**config.mk**
```make
export PLATFORM = sky130hd
export DESIGN_NAME = saw_pwm_timer
export DESIGN_NICKNAME = d
export VERILOG_FILES = /design/src/rtl/pst_pkg.sv /design/src/rtl/pst_regs.sv /design/src/rtl/pst_prescaler.sv /design/src/rtl/pst_counter.sv /design/src/rtl/pst_pin.sv /design/src/rtl/saw_pwm_timer.sv
export SDC_FILE = /design/constraint.sdc
export NUM_CORES = 1
export LEC_CHECK = 0
export BUFFER_PORTS_ARGS = -buffer_cell sky130_fd_sc_hd__buf_2
export CORE_MARGIN = 2
export CORE_UTILIZATION = 40
export DETAILED_ROUTE_END_ITERATION = 8
export PLACE_DENSITY = 0.67
export SLEW_MARGIN = 20
export SYNTH_ARGS = -nofsm -noshare
export SYNTH_HDL_FRONTEND = slang
export SYNTH_SLANG_ARGS = --single-unit
```
**constraint.sdc**
```tcl
create_clock -name clk -period 3.25 [get_ports clk]
set_input_delay 0.4875 -clock clk [delete_from_list [all_inputs] [get_ports clk]]
set_output_delay 0.4875 -clock clk [all_outputs]
set_load 0.01 [all_outputs]
```
**src/rtl/pst_pkg.sv**
```systemverilog
package pst_pkg;

  localparam int unsigned PSC_SEL_MAX = 5;
  localparam int unsigned PSC_W       = 2 * PSC_SEL_MAX + 1;

  localparam int unsigned OFS_CTRL = 32'h2C;
  localparam int unsigned OFS_DIR  = 32'h30;
  localparam int unsigned OFS_PIN  = 32'h34;
  localparam int unsigned OFS_CNT  = 32'h48;
  localparam int unsigned OFS_CMPA = 32'h4C;
  localparam int unsigned OFS_CMPB = 32'h50;
  localparam int unsigned OFS_PER  = 32'h64;

  typedef enum logic [1:0] {
    ACT_HOLD   = 2'b00,
    ACT_LOW    = 2'b01,
    ACT_HIGH   = 2'b10,
    ACT_TOGGLE = 2'b11
  } pin_act_e;

  // Level after applying a 2-bit pin action to the present level.
  function automatic logic apply_act(input logic [1:0] act, input logic lvl);
    case (pin_act_e'(act))
      ACT_HOLD:   return lvl;
      ACT_LOW:    return 1'b0;
      ACT_HIGH:   return 1'b1;
      default:    return ~lvl;
    endcase
  endfunction

  // Prescaler select limited to the largest legal value.
  function automatic logic [2:0] clamp_sel(input logic [2:0] sel);
    return (sel > 3'(PSC_SEL_MAX)) ? 3'(PSC_SEL_MAX) : sel;
  endfunction

  // Terminal value of the prescaler divider: 4^sel - 1.
  function automatic logic [PSC_W-1:0] psc_last(input logic [2:0] sel);
    logic [PSC_W-1:0] ratio;
    ratio = PSC_W'(1) << (2 * clamp_sel(sel));
    return ratio - PSC_W'(1);
  endfunction

endpackage

```
**src/rtl/pst_regs.sv**
```systemverilog
module pst_regs
  import pst_pkg::*;
#(
  parameter int unsigned CNT_W  = 32,
  parameter int unsigned ADDR_W = 8
) (
  input  logic              clk,
  input  logic              rst_n,
  input  logic              we,
  input  logic [ADDR_W-1:0] addr,
  input  logic [31:0]       wdata,
  input  logic [CNT_W-1:0]  cnt_live,
  output logic [31:0]       rdata,
  output logic              start,
  output logic [2:0]        mode,
  output logic [2:0]        psc_sel,
  output logic [1:0][4:0]   pin_act,
  output logic [1:0]        pin_en,
  output logic [1:0][CNT_W-1:0] cmp,
  output logic [CNT_W-1:0]  period,
  output logic              cnt_we,
  output logic [CNT_W-1:0]  cnt_wval
);

  localparam logic [ADDR_W-1:0] A_CTRL = ADDR_W'(OFS_CTRL);
  localparam logic [ADDR_W-1:0] A_DIR  = ADDR_W'(OFS_DIR);
  localparam logic [ADDR_W-1:0] A_PIN  = ADDR_W'(OFS_PIN);
  localparam logic [ADDR_W-1:0] A_CNT  = ADDR_W'(OFS_CNT);
  localparam logic [ADDR_W-1:0] A_CMPA = ADDR_W'(OFS_CMPA);
  localparam logic [ADDR_W-1:0] A_CMPB = ADDR_W'(OFS_CMPB);
  localparam logic [ADDR_W-1:0] A_PER  = ADDR_W'(OFS_PER);

  logic [1:0] dir_q;

  // Counter preload only while stopped
  assign cnt_we   = we && (addr == A_CNT) && !start;
  assign cnt_wval = wdata[CNT_W-1:0];

  always_ff @(posedge clk) begin
    if (!rst_n) begin
      start   <= 1'b0;
      mode    <= '0;
      psc_sel <= '0;
      dir_q   <= '0;
      pin_act <= '0;
      pin_en  <= '0;
      cmp     <= '0;
      period  <= '0;
    end else if (we) begin
      case (addr)
        A_CTRL: begin
          start <= wdata[0];
          if (!start) begin
            mode    <= wdata[18:16];
            psc_sel <= wdata[26:24];
          end
        end
        A_DIR:  dir_q <= wdata[1:0];
        A_PIN: begin
          pin_act[0] <= wdata[4:0];
          pin_en[0]  <= wdata[8];
          pin_act[1] <= wdata[20:16];
          pin_en[1]  <= wdata[24];
        end
        A_CMPA: cmp[0] <= wdata[CNT_W-1:0];
        A_CMPB: cmp[1] <= wdata[CNT_W-1:0];
        A_PER:  period <= wdata[CNT_W-1:0];
        default: ;
      endcase
    end
  end

  always_comb begin
    rdata = '0;
    case (addr)
      A_CTRL: begin
        rdata[0]     = start;
        rdata[18:16] = mode;
        rdata[26:24] = psc_sel;
      end
      A_DIR:  rdata[1:0] = dir_q;
      A_PIN: begin
        rdata[4:0]   = pin_act[0];
        rdata[8]     = pin_en[0];
        rdata[20:16] = pin_act[1];
        rdata[24]    = pin_en[1];
      end
      A_CNT:  rdata = 32'(cnt_live);
      A_CMPA: rdata = 32'(cmp[0]);
      A_CMPB: rdata = 32'(cmp[1]);
      A_PER:  rdata = 32'(period);
      default: rdata = '0;
    endcase
  end


  cfg_lock_chk: assert property (@(posedge clk) disable iff (!rst_n)
    start |=> ($stable(mode) && $stable(psc_sel)));

endmodule

```
**src/rtl/pst_prescaler.sv**
```systemverilog
module pst_prescaler
  import pst_pkg::*;
(
  input  logic       clk,
  input  logic       rst_n,
  input  logic       run,
  input  logic [2:0] sel,
  output logic       tick
);

  logic [PSC_W-1:0] div_q;

  assign tick = run && (div_q == psc_last(sel));

  always_ff @(posedge clk) begin
    if (!rst_n)       div_q <= '0;
    else if (!run)    div_q <= '0;
    else if (tick)    div_q <= '0;
    else              div_q <= div_q + PSC_W'(1);
  end


  tick_gap_chk: assert property (@(posedge clk) disable iff (!rst_n)
    (tick && (sel != 3'd0)) |=> !tick);

endmodule

```
**src/rtl/pst_counter.sv**
```systemverilog
module pst_counter #(
  parameter int unsigned CNT_W = 32
) (
  input  logic             clk,
  input  logic             rst_n,
  input  logic             tick,
  input  logic [CNT_W-1:0] period,
  input  logic             load,
  input  logic [CNT_W-1:0] load_val,
  output logic [CNT_W-1:0] cnt,
  output logic [CNT_W-1:0] cnt_next,
  output logic             wrap_evt
);

  logic at_end;

  assign at_end   = (cnt == period);
  assign cnt_next = at_end ? '0 : cnt + CNT_W'(1);
  assign wrap_evt = tick && at_end;

  always_ff @(posedge clk) begin
    if (!rst_n)     cnt <= '0;
    else if (load)  cnt <= load_val;
    else if (tick)  cnt <= cnt_next;
  end


  wrap_chk: assert property (@(posedge clk) disable iff (!rst_n)
    (wrap_evt && !load) |=> (cnt == '0));


  cnt_hold_chk: assert property (@(posedge clk) disable iff (!rst_n)
    (!tick && !load) |=> $stable(cnt));

endmodule

```
**src/rtl/pst_pin.sv**
```systemverilog
module pst_pin
  import pst_pkg::*;
#(
  parameter int unsigned CNT_W = 32
) (
  input  logic             clk,
  input  logic             rst_n,
  input  logic             run,
  input  logic             tick,
  input  logic             wrap_evt,
  input  logic [CNT_W-1:0] cnt_next,
  input  logic [CNT_W-1:0] cmp,
  input  logic [CNT_W-1:0] period,
  input  logic [4:0]       act,
  input  logic             en,
  output logic             match_evt,
  output logic             pin_out
);

  logic lvl_q;
  logic lvl_end;
  logic lvl_new;

  assign match_evt = tick && (cmp <= period) && (cnt_next == cmp);
  assign lvl_end   = wrap_evt ? apply_act(act[3:2], lvl_q) : lvl_q;
  assign lvl_new   = match_evt ? apply_act(act[1:0], lvl_end) : lvl_end;

  always_ff @(posedge clk) begin
    if (!rst_n)     lvl_q <= 1'b0;
    else if (!run)  lvl_q <= act[4];
    else if (tick)  lvl_q <= lvl_new;
  end

  assign pin_out = run && en && lvl_q;


  init_load_chk: assert property (@(posedge clk) disable iff (!rst_n)
    !run |=> (lvl_q == $past(act[4])));


  lvl_hold_chk: assert property (@(posedge clk) disable iff (!rst_n)
    (run && !tick) |=> $stable(lvl_q));

endmodule

```
**src/rtl/saw_pwm_timer.sv**
```systemverilog
module saw_pwm_timer
  import pst_pkg::*;
#(
  parameter int unsigned CNT_W  = 32,
  parameter int unsigned ADDR_W = 8
) (
  input  logic              clk,
  input  logic              rst_n,
  input  logic              bus_we,
  input  logic [ADDR_W-1:0] bus_addr,
  input  logic [31:0]       bus_wdata,
  output logic [31:0]       bus_rdata,
  output logic              pwm_a,
  output logic              pwm_b
);

  localparam int unsigned NPIN = 2;

  logic                     start;
  logic [2:0]               mode;
  logic [2:0]               psc_sel;
  logic [NPIN-1:0][4:0]     pin_act;
  logic [NPIN-1:0]          pin_en;
  logic [NPIN-1:0][CNT_W-1:0] cmp;
  logic [CNT_W-1:0]         period;
  logic                     cnt_we;
  logic [CNT_W-1:0]         cnt_wval;
  logic [CNT_W-1:0]         cnt;
  logic [CNT_W-1:0]         cnt_next;
  logic                     wrap_evt;
  logic                     tick;
  logic                     running;
  logic [NPIN-1:0]          match_evt;
  logic [NPIN-1:0]          pin_out;

  // Only mode 0 (sawtooth) counts
  assign running = start && (mode == 3'd0);

  pst_regs #(.CNT_W(CNT_W), .ADDR_W(ADDR_W)) u_regs (
    .clk(clk), .rst_n(rst_n), .we(bus_we), .addr(bus_addr), .wdata(bus_wdata),
    .cnt_live(cnt), .rdata(bus_rdata), .start(start), .mode(mode),
    .psc_sel(psc_sel), .pin_act(pin_act), .pin_en(pin_en), .cmp(cmp),
    .period(period), .cnt_we(cnt_we), .cnt_wval(cnt_wval)
  );

  pst_prescaler u_psc (
    .clk(clk), .rst_n(rst_n), .run(running), .sel(psc_sel), .tick(tick)
  );

  pst_counter #(.CNT_W(CNT_W)) u_cnt (
    .clk(clk), .rst_n(rst_n), .tick(tick), .period(period),
    .load(cnt_we), .load_val(cnt_wval),
    .cnt(cnt), .cnt_next(cnt_next), .wrap_evt(wrap_evt)
  );

  for (genvar p = 0; p < NPIN; p++) begin : g_pin
    pst_pin #(.CNT_W(CNT_W)) u_pin (
      .clk(clk), .rst_n(rst_n), .run(running), .tick(tick),
      .wrap_evt(wrap_evt), .cnt_next(cnt_next), .cmp(cmp[p]),
      .period(period), .act(pin_act[p]), .en(pin_en[p]),
      .match_evt(match_evt[p]), .pin_out(pin_out[p])
    );
  end

  assign pwm_a = pin_out[0];
  assign pwm_b = pin_out[1];


  off_when_stopped_chk: assert property (@(posedge clk) disable iff (!rst_n)
    $fell(start) |-> (!pwm_a && !pwm_b));


  match_needs_tick_chk: assert property (@(posedge clk) disable iff (!rst_n)
    (match_evt != '0) |-> tick);

endmodule

```
**Word level (Yosys, flattened, before mapping)**

Cells that the tools add are included.

- Bits in registers: 162
- Bits of input ports: 43
- Output and inout port bits: 34
- Word-level logic and storage cells: 104

- $add $sub $neg: 3
- $lt $le $gt $ge: 3
- Equal/unequal tests: 20
- Shift operators: 1
- Muxes and demuxes: 28
- Bitwise operators: 7
- Reduce and logical (&&, ||, !) cells: 28

Operators by type and width:

| cell | count |
|---|---|
| 32-bit equality test | 3 |
| 32-bit two-way mux | 3 |
| 32-bit <= comparator | 2 |
| 32-bit by 1-bit adder with 32-bit output (second input constant) | 1 |
| 8-bit by 7-bit equality test with 1-bit output (second input constant) | 4 |
| 7-bit case mux with 4 select lines | 1 |
| 8-bit by 6-bit equality test with 1-bit output (second input constant) | 3 |
| 3-bit case mux with 4 select lines | 2 |
| 2-bit case mux with 5 select lines | 2 |
| 5-bit case mux with 4 select lines | 1 |
| 3-bit case mux with 6 select lines | 1 |
| 3-bit case mux with 5 select lines | 1 |
| 1-bit logical AND | 13 |
| 1-bit case mux with 3 select lines | 4 |
| 1-bit case mux with 6 select lines | 2 |
| 2-bit AND reduction | 6 |
| 11-bit by 1-bit adder with 11-bit output (second input constant) | 1 |
| 11-bit equality test | 1 |
| 1-bit by 4-bit left shift with 11-bit output (first input constant) | 1 |
| 11-bit by 1-bit subtractor with 11-bit output (second input constant) | 1 |
| 2-bit by 1-bit equality test with 1-bit output (second input constant) | 4 |
| 2-bit equality test (second input constant) | 4 |
| 2-bit zero test | 4 |
| 1-bit two-way mux | 8 |
| other kinds (11) | 17 |

**Depth between registers and ports, before layout**

Gate-level depths: netlist of the first run.

- Word-level depth: 13
- Depth in mapped cells: 14

**Cells and area by module**

Synthesis of the first run repeated with hierarchy kept, for this count alone.

- Cells, all modules: 1,498
- Area total of the unflattened synthesis: 12,057.8 sq um

Modules (own cells, without submodules):

| module | times used | cells each | area each (sq um) | seq. area each (sq um) |
|---|---|---|---|---|
| pst_regs | 1 | 705 | 5,950.7 | 2,342.2 |
| pst_pin | 2 | 190 | 1,417.6 | 20.0 |
| pst_counter | 1 | 337 | 2,606.2 | 640.6 |
| pst_prescaler | 1 | 75 | 650.6 | 220.2 |
| saw_pwm_timer | 1 | 1 | 15.0 | 0.0 |

**Worst setup path before layout of the first run**

Ideal clock, no wire load.

- Path kind: flip-flop to flip-flop
- Start: reg u_cnt.cnt[1]
- End: reg g_pin[1].u_pin.lvl_q
- Library setup time: 0.122 ns
- Arrival: 3.034 ns
- Setup slack: 0.094 ns
- Stages on the path, launching flop included: 13
- Path through: dfxtp_1 > ha_1 > buf_2 > and4_1 > nand3_1 > xor2_1 > nand2_1 > a211oi_1 > a21oi_1 > or4_4 > nor4_4 > a31oi_1 > a311o_1

- Cells in the longest elaborated chain, start to end: 8

Ends and longest elaborated chain:

| element | line | text |
|---|---|---|
| start, declared | pst_counter.sv:10 | `output logic [CNT_W-1:0] cnt,` |
| start signal, assigned | pst_counter.sv:23 | `else if (load) cnt <= load_val;` |
| start signal, assigned | pst_counter.sv:24 | `else if (tick) cnt <= cnt_next;` |
| branches (longest 5 deep; another with 32-bit by 1-bit adder with 32-bit output) | -- |  |
| 1-bit two-way mux * | pst_pin.sv:26 | `assign lvl_new = match_evt ? apply_act(act[1:0], lvl_end) : lvl_end;` |
| 1-bit two-way mux * | pst_pin.sv:31 | `else if (tick) lvl_q <= lvl_new;` |
| 1-bit two-way mux * | pst_pin.sv:30 | `else if (!run) lvl_q <= act[4];` |
| end signal, assigned | pst_pin.sv:30 |  |
| end signal, assigned | pst_pin.sv:31 |  |
| end, declared | pst_pin.sv:20 | `logic lvl_q;` |

Every way passes the cells marked *. The select of a mux whose other input is x is not followed.
A chain may end at the register's enable or synchronous reset.

**Worst setup path after layout of the first run**

- Start: reg u_regs.period[30]
- End: reg g_pin[1].u_pin.lvl_q

- Cells in the longest elaborated chain, start to end: 8

Ends and longest elaborated chain:

| element | line | text |
|---|---|---|
| start, declared | pst_regs.sv:20 | `output logic [CNT_W-1:0] period,` |
| start signal, assigned | pst_regs.sv:67 | `A_PER: period <= wdata[CNT_W-1:0];` |
| branches (longest 5 deep; another with 32-bit <= comparator) | -- |  |
| 1-bit two-way mux * | pst_pin.sv:26 |  |
| 1-bit two-way mux * | pst_pin.sv:31 |  |
| 1-bit two-way mux * | pst_pin.sv:30 |  |

Marks and branches as above.

==> results of run 1 <==
## critical path, delay by kind of cell, from the launching register on
family                     cells  cell delay, ns
and+or+nand+nor                5            1.37
buffers and inverters          2            0.34
adders and majority gates      1            0.31
DFF                            1            0.44
AOI/OAI and AO/OA              3            0.63
## layer usage
layer  global-route usage [%]  vias up  part of all wire (%)
met4                     17.2        2                   5.6
met5                        0        -                 0.027
met2                     49.0      688                    44
li1                         -     5776                     -
met3                     6.20      159                   8.9
met1                     40.8     6116                    41
## power by group through the flow
stage / combinational (mW) / sequential (mW) / clock, mW
detailed placement: 0.224 / 2.03 / 0
global placement: 0.223 / 2.03 / 0
global route: 0.263 / 1.99 / 2.26
CTS: 0.227 / 1.99 / 2.20
finish: 0.253 / 1.99 / 2.18
floorplan: 0.0955 / 2.03 / 0
## repair_timing
item	4_1_cts	5_1_grt
endpoints found under the setup margin	3	3
pin swaps	1	19
resized for setup	22	75
setup buffers	1	11
gates cloned	0	1
## layout make-up
class,count,share of cell area (%)
inverters,41,1.04
clock inverters,14,1.12
repair buffers,280,14.1
well taps,384,3.25
clock buffers,18,2.97
multi-input cells,1189,55.4
flip-flops and latches,162,22.1
## final timing paths
| path | to | slack, ns | cells after the start |
|---|---|---|---|
| setup / recovery | g_pin[1].u_pin.lvl_q | 0.04 | 11 |
| hold / removal | u_regs.period[22] | 0.33 | 3 |
| setup reg to reg | g_pin[1].u_pin.lvl_q | 0.04 | 11 |
| hold reg to reg | u_psc.div_q[0] | 0.48 | 1 |
## sequential cells by signal, summed over array words and instances (netlist names)
signal             flops
u_regs.start           1
u_regs.period         32
u_regs.psc_sel         3
u_psc.div_q           11
u_regs.pin_act        10
u_regs.dir_q           2
u_regs.mode            3
u_regs.pin_en          2
u_cnt.cnt             32
u_regs.cmp            64
g_pin.u_pin.lvl_q      2
## placed cells by master (no fill, tap or decap), types with 28 or more instances in the layout
cell type / count
a21boi_0: 124
a21oi_1: 46
a22oi_1: 49
buf_2: 75
buf_4: 187
dfxtp_1: 139
ha_1: 65
inv_1: 41
nand2_1: 306
nand3_1: 40
nand4_1: 35
nor2_1: 59
o21ai_0: 50
xnor2_1: 48
xor2_1: 28
## kinds of logic after synthesis
logic type	after synthesis	share of synthesized area, %
buffers and inverters	145	5.51
and+or+nand+nor	611	25.9
adders and majority gates	66	7.07
AOI/OAI and AO/OA	396	24.5
muxes	9	0.793
DFF	162	27.8
xor gates and xnor gates	107	8.47
## through the flow
| stage | util [%] | power (mW) | instances |
|---|---|---|---|
| floorplan | - | 2.13 | 1496 |
| global placement | 47.4 | 2.26 | 2043 |
| detailed placement | 47.4 | 2.26 | 2043 |
| CTS | 50.0 | 4.41 | 2076 |
| global route | 51.5 | 4.51 | 2088 |
| finish | 51.5 | 4.42 | 2088 |
==> flow_metrics.tcl, run 1 <==
set metrics [dict create \
    crit_arrival_ns 3.53 \
    dr_total_vias 12700 \
    setup.worst_path.start_class "flop" \
    die_x_um 175 \
    relSlewSlack_pct 54.7 \
    clock.fmax_ghz 0.312 \
    synth_nets 1605 \
    htreeDepth 4 \
    p_switching_mw 1.15 \
    cts_made_buffers 17 \
    core_um2 28700 \
    synth_ff_type "dfxtp_1" \
    synthArstFlopShare_pct 0 \
    switching_share_pct 26.1 \
    hold_viol 0 \
    synthCells 1496 \
    final_area_um2 14800 \
    initial_utilization_pct 40.7 \
    io_buffer_count 76 \
    dp_slack_ns -0.0972 \
    synth_top_area_cell "dfxtp_1" \
    drt_wl_total_um 48900 \
    cts_sinks 162 \
    num-fill-cells 2802 \
    rows 62 \
    powerDensity_nw_per_um2 299 \
    tightest_slew_ns 0.679 \
    finalSetupTns_ns 0 \
    drive_gt1_share_pct 24.4 \
    ys.warnings.count 0 \
    synth.most_common_cell "nand2_1" \
    insertion_delay_ns 0.44 \
    ant_nets 0 \
    power.leakage_nw 5.66 \
    synth_area_leaders "dfxtp_1 (28%), nand2_1 (9.8%), a21boi_0 (8.0%)" \
    cts_tree "yes" \
    whs_ns 0.330 \
    ir_drop_uv 361 \
    status "completed" \
    drt_first_pass_iters 6 \
    placed_cell_area_um2 13600 \
    area_growth_syn_to_layout_pct 26.7 \
    ys_ff_latch 162 \
    final.period_utilization_pct 98.7 \
    grt_max_degree 87 \
    seq_area_um2 3270 \
    crit_path_max_fanout 4 \
    vias_per_cell 6.10 \
    hp-start "bus_wdata[22]" \
    cp_cell_sequence "inv_1 > ha_1 > nand4_1 > nor4bb_1 > buf_4 > nand2_1 > nor2_1 > o2111ai_1 > nor4_4 > a31oi_1 > a311o_1" \
    hold_class "in2reg" \
    power_frac_comb_pct 5.7 \
    cap_violations 0 \
    cp_slowest_cell "nor4bb_1" \
    nets 1800 \
    power_frac_clock_pct 49.4 \
    synth_area_um2 11700 \
    synth-seq-area-share_pct 27.8 \
    synth_top_area_share_pct 27.8 \
    drtIter0Drc 1504 \
    ctsHoldBuffers 0 \
    wl_per_cell_um 23.4 \
    dieArea_um2 30600 \
    io_pins 77 \
    drc 0 \
    cts_buffer_depth 2 \
    die_h_um 175 \
    hpwl_um 36100 \
    critPathMaxStageDelay_ns 0.57 \
    critPathCaptureType "flop" \
    grt_pass1_vias 12300 \
    cts.clk_slew.worst_paths_ns 0.07 \
    fin_crit_ns 3.21 \
    setup_viol 0 \
    r2r_start "u_regs.period[30]" \
    p_int_mw 3.27 \
    multiInputGateArea_um2 8190 \
    crit_start "u_regs.period[30]" \
    n_antenna_cell 0 \
    cp.required_ns 3.58 \
    finalMaxSlewViolations 0 \
    antenna_found_initial 1 \
    gr-usage-all-layers_pct 31.4 \
    synthTopCellsByCount "nand2_1 (306), dfxtp_1 (162), a21boi_0 (124)" \
    overflow 0 \
    setup_slack_ns 0.0424 \
    syn_avg_cell_area_um2 7.80 \
    synth_cell_types 84 \
    place_congestion 1.02 \
    seqPwrFrac_pct 44.9 \
    rsz0062_at_grt "true" \
    fin_worst_skew_ns 0.0118 \
    cts_root_buf "clkbuf_16" \
    grt_pass1_wl_um 73600 \
    synth-edff-count 0 \
    crit_type "reg2reg" \
]
No activity file was read; power rests on OpenSTA's default activity.
==> run 2: changes to the inputs <==
--- a/config.mk
+++ b/config.mk
@@ -7,9 +7,9 @@
 export LEC_CHECK = 0
 export BUFFER_PORTS_ARGS = -buffer_cell sky130_fd_sc_hd__buf_2
 export CORE_MARGIN = 2
-export CORE_UTILIZATION = 40
+export CORE_UTILIZATION = 34
 export DETAILED_ROUTE_END_ITERATION = 8
-export PLACE_DENSITY = 0.67
+export PLACE_DENSITY = 0.6
 export SLEW_MARGIN = 20
 export SYNTH_ARGS = -nofsm -noshare
 export SYNTH_HDL_FRONTEND = slang
==> run 2 against run 1 <==
Net effect: wire length down 0.62%; clock skew up 0.0011 ns; clock power about the same; via count down 2.9%; core utilization down 7.9 points; cell count up 3.3%; die area up 17%; power up 0.11%; largest cell class unchanged.
==> flow_metrics.tcl, run 2 (synthesis gave the netlist of run 1 again) <==
set metrics [dict create \
    switching_share_pct 25.3 \
    final.period_utilization_pct 98.8 \
    fin_crit_ns 3.21 \
    largest_reg_flops 64 \
    grt_pass1_vias 12100 \
    ant_nets 0 \
    clock.fmax_ghz 0.311 \
    top_regs "u_regs.cmp (64), u_cnt.cnt (32), u_regs.period (32)" \
    drt_first_pass_iters 6 \
    place_congestion 0.998 \
    fin_worst_skew_ns 0.0129 \
    num-fill-cells 3429 \
    cts_buffer_depth 2 \
    hpwl_um 37300 \
    cap_violations 0 \
    ir_drop_uv 398 \
    power_frac_comb_pct 5.3 \
    insertion_delay_ns 0.47 \
    cts_sinks 162 \
    initial_utilization_pct 34.6 \
    drt_wl_total_um 48600 \
    grt_pass1_wl_um 73300 \
    crit_start "u_cnt.cnt[26]" \
    p_int_mw 3.31 \
    vias_per_cell 5.73 \
    core_um2 33700 \
    setup_viol 0 \
    dr_total_vias 12400 \
    io_pins 77 \
    antenna_found_initial 2 \
    regMostFlops "u_regs.cmp" \
    status "completed" \
    dp_slack_ns -0.202 \
    tightest_slew_ns 0.842 \
    n_antenna_cell 0 \
    crit_arrival_ns 3.57 \
    die_h_um 189 \
    r2r_slack_ns 0.04 \
    drive_gt1_share_pct 23.5 \
    setup_slack_ns 0.0374 \
    relSlewSlack_pct 43.6 \
    rows 67 \
    cts_root_buf "clkbuf_16" \
    hold_viol 0 \
    rsz0062_at_grt "true" \
    cts_made_buffers 17 \
    reg2reg_depth 12 \
    io_buffer_count 76 \
    r2r-end "g_pin[1].u_pin.lvl_q" \
    htreeDepth 4 \
    wl_per_cell_um 22.5 \
    powerDensity_nw_per_um2 301 \
    power_frac_clock_pct 49.9 \
    hp-start "bus_wdata[7]" \
    finalMaxSlewViolations 0 \
    power.leakage_nw 5.62 \
    die_x_um 189 \
    gr-usage-all-layers_pct 27.1 \
    drc 0 \
    critPathCaptureType "flop" \
    crit_type "reg2reg" \
    cts.clk_slew.worst_paths_ns 0.07 \
    cp.required_ns 3.60 \
    overflow 0 \
    drtIter0Drc 1222 \
    layout_common_cells "nand2_1 (306), buf_4 (198), dfxtp_1 (139)" \
    power_mw 4.43 \
    area_growth_syn_to_layout_pct 25.9 \
    p_switching_mw 1.12 \
    r2r_start "u_cnt.cnt[26]" \
    seqPwrFrac_pct 44.8 \
    critical_path.endpoint "g_pin[1].u_pin.lvl_q" \
    grt_max_degree 68 \
    nets 1805 \
    cts_tree "yes" \
    hold_class "in2reg" \
    setup.worst_path.start_class "flop" \
    crit_path_max_fanout 4 \
    dieArea_um2 35800 \
    layout_commonest_cell "nand2_1" \
]
run 2: cell types whose count changed in the layout (fill, tap and decap cells not counted), moves of 2 or more:
cell | previous run | this run
xnor2_1 | 48 | 63
xnor2_2 | 25 | 11
buf_4 | 187 | 198
buf_12 | 10 | 5
inv_6 | 7 | 4
nor3_1 | 25 | 28
dfxtp_2 | 22 | 20
dfxtp_4 | 1 | 3
nor3_4 | 2 | 0
run 2: stage by stage:
step                util (%)  instances  hold slack, ns  area (um^2)  setup TNS [ns]
floorplan                  -       1496           0.437        11700               0
global placement        40.8       2120           0.450        13700         -0.0166
detailed placement      40.8       2120           0.457        13700          -0.267
CTS                     42.8       2152           0.290        14400               0
global route            43.6       2157           0.301        14700          -0.132
finish                  43.6       2157           0.307        14700               0
run 2: what timing repair did:
item                                    in CTS  in global routing
pin swaps                                    1                  9
endpoints found under the setup margin       2                 16
resized for setup                           13                 62
setup buffers                                0                  5
hold buffers                                 0                  0
run 2: power groups by stage:
| stage | logic [mW] | clock network (mW) | registers [mW] |
|---|---|---|---|
| 6_report | 0.233 | 2.21 | 1.99 |
| 5_1_grt | 0.244 | 2.32 | 1.99 |
| 4_1_cts | 0.225 | 2.24 | 1.99 |
| 3_5_place_dp | 0.223 | 0 | 2.03 |
| 3_3_place_gp | 0.221 | 0 | 2.03 |
| 2_1_floorplan | 0.0955 | 0 | 2.03 |
run 2: final cells by class:
class                      instances  area [um^2]  area share (%)
multi-input combinational       1189         8040            54.7
sequential                       162         3280            22.3
timing repair buffer             285         2040            13.9
tap                              448          561            3.81
clock buffer                      17          425            2.89
clock inverter                    15          196            1.34
inverter                          41          154            1.05
run 2: worst min path at each step:
stage               slack [ns]  cells past startpoint          endpoint
floorplan                 0.44                      1    u_psc.div_q[0]
global placement          0.45                      2   u_regs.dir_q[1]
detailed placement        0.46                      2   u_regs.dir_q[1]
CTS                       0.29                      3      u_cnt.cnt[7]
global route              0.30                      3  u_regs.period[7]
finish                    0.31                      3      u_cnt.cnt[7]
run 2: critical path, cell delays in order (launching register included):
cell and delay (ns):
dfxtp_1 0.42, nand4_1 0.20, or2_2 0.35, buf_4 0.15, o31ai_1 0.39, buf_4 0.21, nand4_1 0.11, a211o_1 0.31
nand3_1 0.10, o2111ai_1 0.20, nor4_4 0.21, a31oi_1 0.12, a311o_1 0.33
run 2: per-layer routing:
layer  share of wire (%)  vias up  wire length [um]  track usage [%]
met5                   0        -                 0                0
met1                  43     5936             20800             35.0
li1                    -     5776                 -                -
met2                  45      553             22000             42.5
met3                 8.0      104              3880             6.71
met4                 4.0        0              1960             12.5
==> run 3: changes to the inputs <==
--- a/config.mk
+++ b/config.mk
@@ -9,7 +9,7 @@
 export CORE_MARGIN = 2
 export CORE_UTILIZATION = 34
 export DETAILED_ROUTE_END_ITERATION = 8
-export PLACE_DENSITY = 0.6
+export PLACE_DENSITY = 0.58
 export SLEW_MARGIN = 20
 export SYNTH_ARGS = -nofsm -noshare
 export SYNTH_HDL_FRONTEND = slang
==> constraint.sdc (replaced) <==
create_clock -name clk -period 3.9 [get_ports clk]
set_input_delay 0.585 -clock clk [delete_from_list [all_inputs] [get_ports clk]]
set_output_delay 0.585 -clock clk [all_outputs]
set_load 0.01 [all_outputs]
==> run 3 against run 2 <==
Net effect: worst hold slack improved by 0.11 ns; non-clock buffer count down 140; critical path depth grew 2; wire length down 3.7%; power is 20% lower; clock power decreased by 23%; count of clock-buffer cells in the layout rose by 2; sequential share of layout area grew 2.1 points; critical endpoint is now g_pin[0].u_pin.lvl_q.
==> flow_metrics.tcl, run 3 (synthesis gave the netlist of run 1 again) <==
set metrics [dict create \
    status "completed" \
    crit_type "reg2reg" \
    clock.fmax_ghz 0.268 \
    p_switching_mw 0.904 \
    p_int_mw 2.64 \
    seqPwrFrac_pct 46.8 \
    rsz0062_at_grt "false" \
    io_pins 77 \
    dp_slack_ns 0.311 \
    postCtsSetupBuffers 0 \
    crit_path_max_fanout 7 \
    setup_slack_ns 0.167 \
    die_x_um 189 \
    ant_nets 0 \
    hold_class "in2reg" \
    ir_drop_uv 302 \
    setup_viol 0 \
    cts_buffer_depth 2 \
    nets 1665 \
    layout_commonest_cell "nand2_1" \
    cp_common_cell "buf_4" \
    gr-usage-all-layers_pct 26.0 \
    hpwl_um 35600 \
    dr_total_vias 11800 \
    relSlewSlack_pct 41.5 \
    hold_viol 0 \
    power.leakage_nw 4.80 \
    fin_crit_ns 3.73 \
    met3_usage_pct 3.89 \
    critPathMaxStageDelay_ns 0.57 \
    die_h_um 189 \
    crit_family "simple AND/OR/NAND/NOR gates" \
    largest_reg_flops 64 \
    dieArea_um2 35800 \
    grt_use_met2_pct 41.7 \
    io_buffer_count 76 \
    drive_gt1_share_pct 13.3 \
    antenna_found_initial 0 \
    cts_made_buffers 17 \
    switching_share_pct 25.5 \
    cap_violations 0 \
    drt_first_pass_iters 9 \
    fin_worst_skew_ns 0.0121 \
    crit_arrival_ns 4.07 \
    overflow 0 \
    setup.worst_path.start_class "flop" \
    n_antenna_cell 0 \
    layout_common_cells "nand2_1 (306), dfxtp_1 (162), a21boi_0 (124)" \
    core_um2 33700 \
    final.period_utilization_pct 95.7 \
    power_frac_comb_pct 4.8 \
    area_growth_syn_to_layout_pct 13.9 \
    regMostFlops "u_regs.cmp" \
    cts_root_buf "clkbuf_16" \
    drtIter0Drc 1242 \
    initial_utilization_pct 34.6 \
    powerDensity_nw_per_um2 266 \
    vias_per_cell 5.84 \
    critPathCaptureType "flop" \
    cp_cell_sequence "ha_1 > buf_4 > nand3_4 > nor4_1 > buf_4 > xnor2_1 > xor2_1 > and3_1 > o21ai_0 > a211o_1 > nor4_1 > buf_4 > a31o_2 > o211ai_1" \
    cp_slowest_cell "nor4_1" \
    cp.required_ns 4.24 \
    top_regs "u_regs.cmp (64), u_cnt.cnt (32), u_regs.period (32)" \
    grt_max_degree 69 \
    place_congestion 1.01 \
    cts_tree "yes" \
    grt_pass1_wl_um 70400 \
    power_frac_clock_pct 48.4 \
    grt.met1_usage_pct 35.8 \
    cts_sinks 162 \
    wl_per_cell_um 23.2 \
    grt_pass1_vias 11000 \
    crit_buf_inv 3 \
    finalSetupTns_ns 0 \
    cts.clk_slew.worst_paths_ns 0.07 \
    drt_wl_total_um 46800 \
    htreeDepth 4 \
    tightest_slew_ns 0.874 \
    finalMaxSlewViolations 0 \
    insertion_delay_ns 0.46 \
    drc 0 \
    grt.busiest_layer "met2" \
    rows 67 \
]
run 3: cell count changes in the layout (fill, tap and decap cells not counted), sizes merged:
| cell | change |
|---|---|
| bufinv | -2 |
| clkbuf | +2 |
| inv | -3 |
| clkinv | +3 |
| buf | -140 |
run 3: stage by stage:
step / instances / hold slack (ns) / power, mW / instance area [um^2] / util (%)
2_1_floorplan: 1496 / 0.437 / 1.77 / 11700 / -
3_3_place_gp: 1985 / 0.458 / 1.86 / 12700 / 37.7
5_1_grt: 2017 / 0.413 / 3.63 / 13300 / 39.4
6_report: 2017 / 0.413 / 3.54 / 13300 / 39.4
3_5_place_dp: 1985 / 0.462 / 1.86 / 12700 / 37.7
4_1_cts: 2017 / 0.399 / 3.56 / 13300 / 39.4
run 3: timing repair:
action | in CTS | in global routing
endpoints found under the setup margin | 0 | 1
hold buffers | 0 | 0
gates resized for setup | 0 | 1
run 3: routing by layer:
layer | vias up | share of wire (%)
li1 | 5489 | -
met1 | 5702 | 45
met2 | 505 | 46
met3 | 79 | 6.7
met4 | 0 | 2.7
met5 | - | 0
run 3: tightest hold or removal path, cell delays in order:
cell,delay [ns]
buf_2,0.12
nand2_1,0.05
a21boi_0,0.06
run 3: area by class of cell:
cell class	instances	area, um^2
well taps	448	561
flip-flops and latches	162	3240
fillers	3525	20400
clock inverters	13	125
inverters	41	154
repair buffers	145	938
multi-input cells	1189	7820
clock buffers	19	453
run 3: power groups by stage:
stage          clock network [mW]  logic, mW  registers, mW
2_1_floorplan                   0     0.0796           1.69
3_3_place_gp                    0      0.166           1.70
3_5_place_dp                    0      0.167           1.70
4_1_cts                      1.74      0.168           1.66
5_1_grt                      1.80      0.180           1.66
6_report                     1.71      0.170           1.66
run 3: worst paths after layout:
| check | startpoint | endpoint | slack, ns | cells past startpoint |
|---|---|---|---|---|
| worst max register to register | u_cnt.cnt[1] | g_pin[0].u_pin.lvl_q | 0.17 | 14 |
| worst min register to register | u_psc.div_q[0] | u_psc.div_q[0] | 0.48 | 1 |
| worst min-delay path | bus_wdata[29] | u_regs.cmp[61] | 0.41 | 3 |
| worst max-delay path | u_cnt.cnt[1] | g_pin[0].u_pin.lvl_q | 0.17 | 14 |
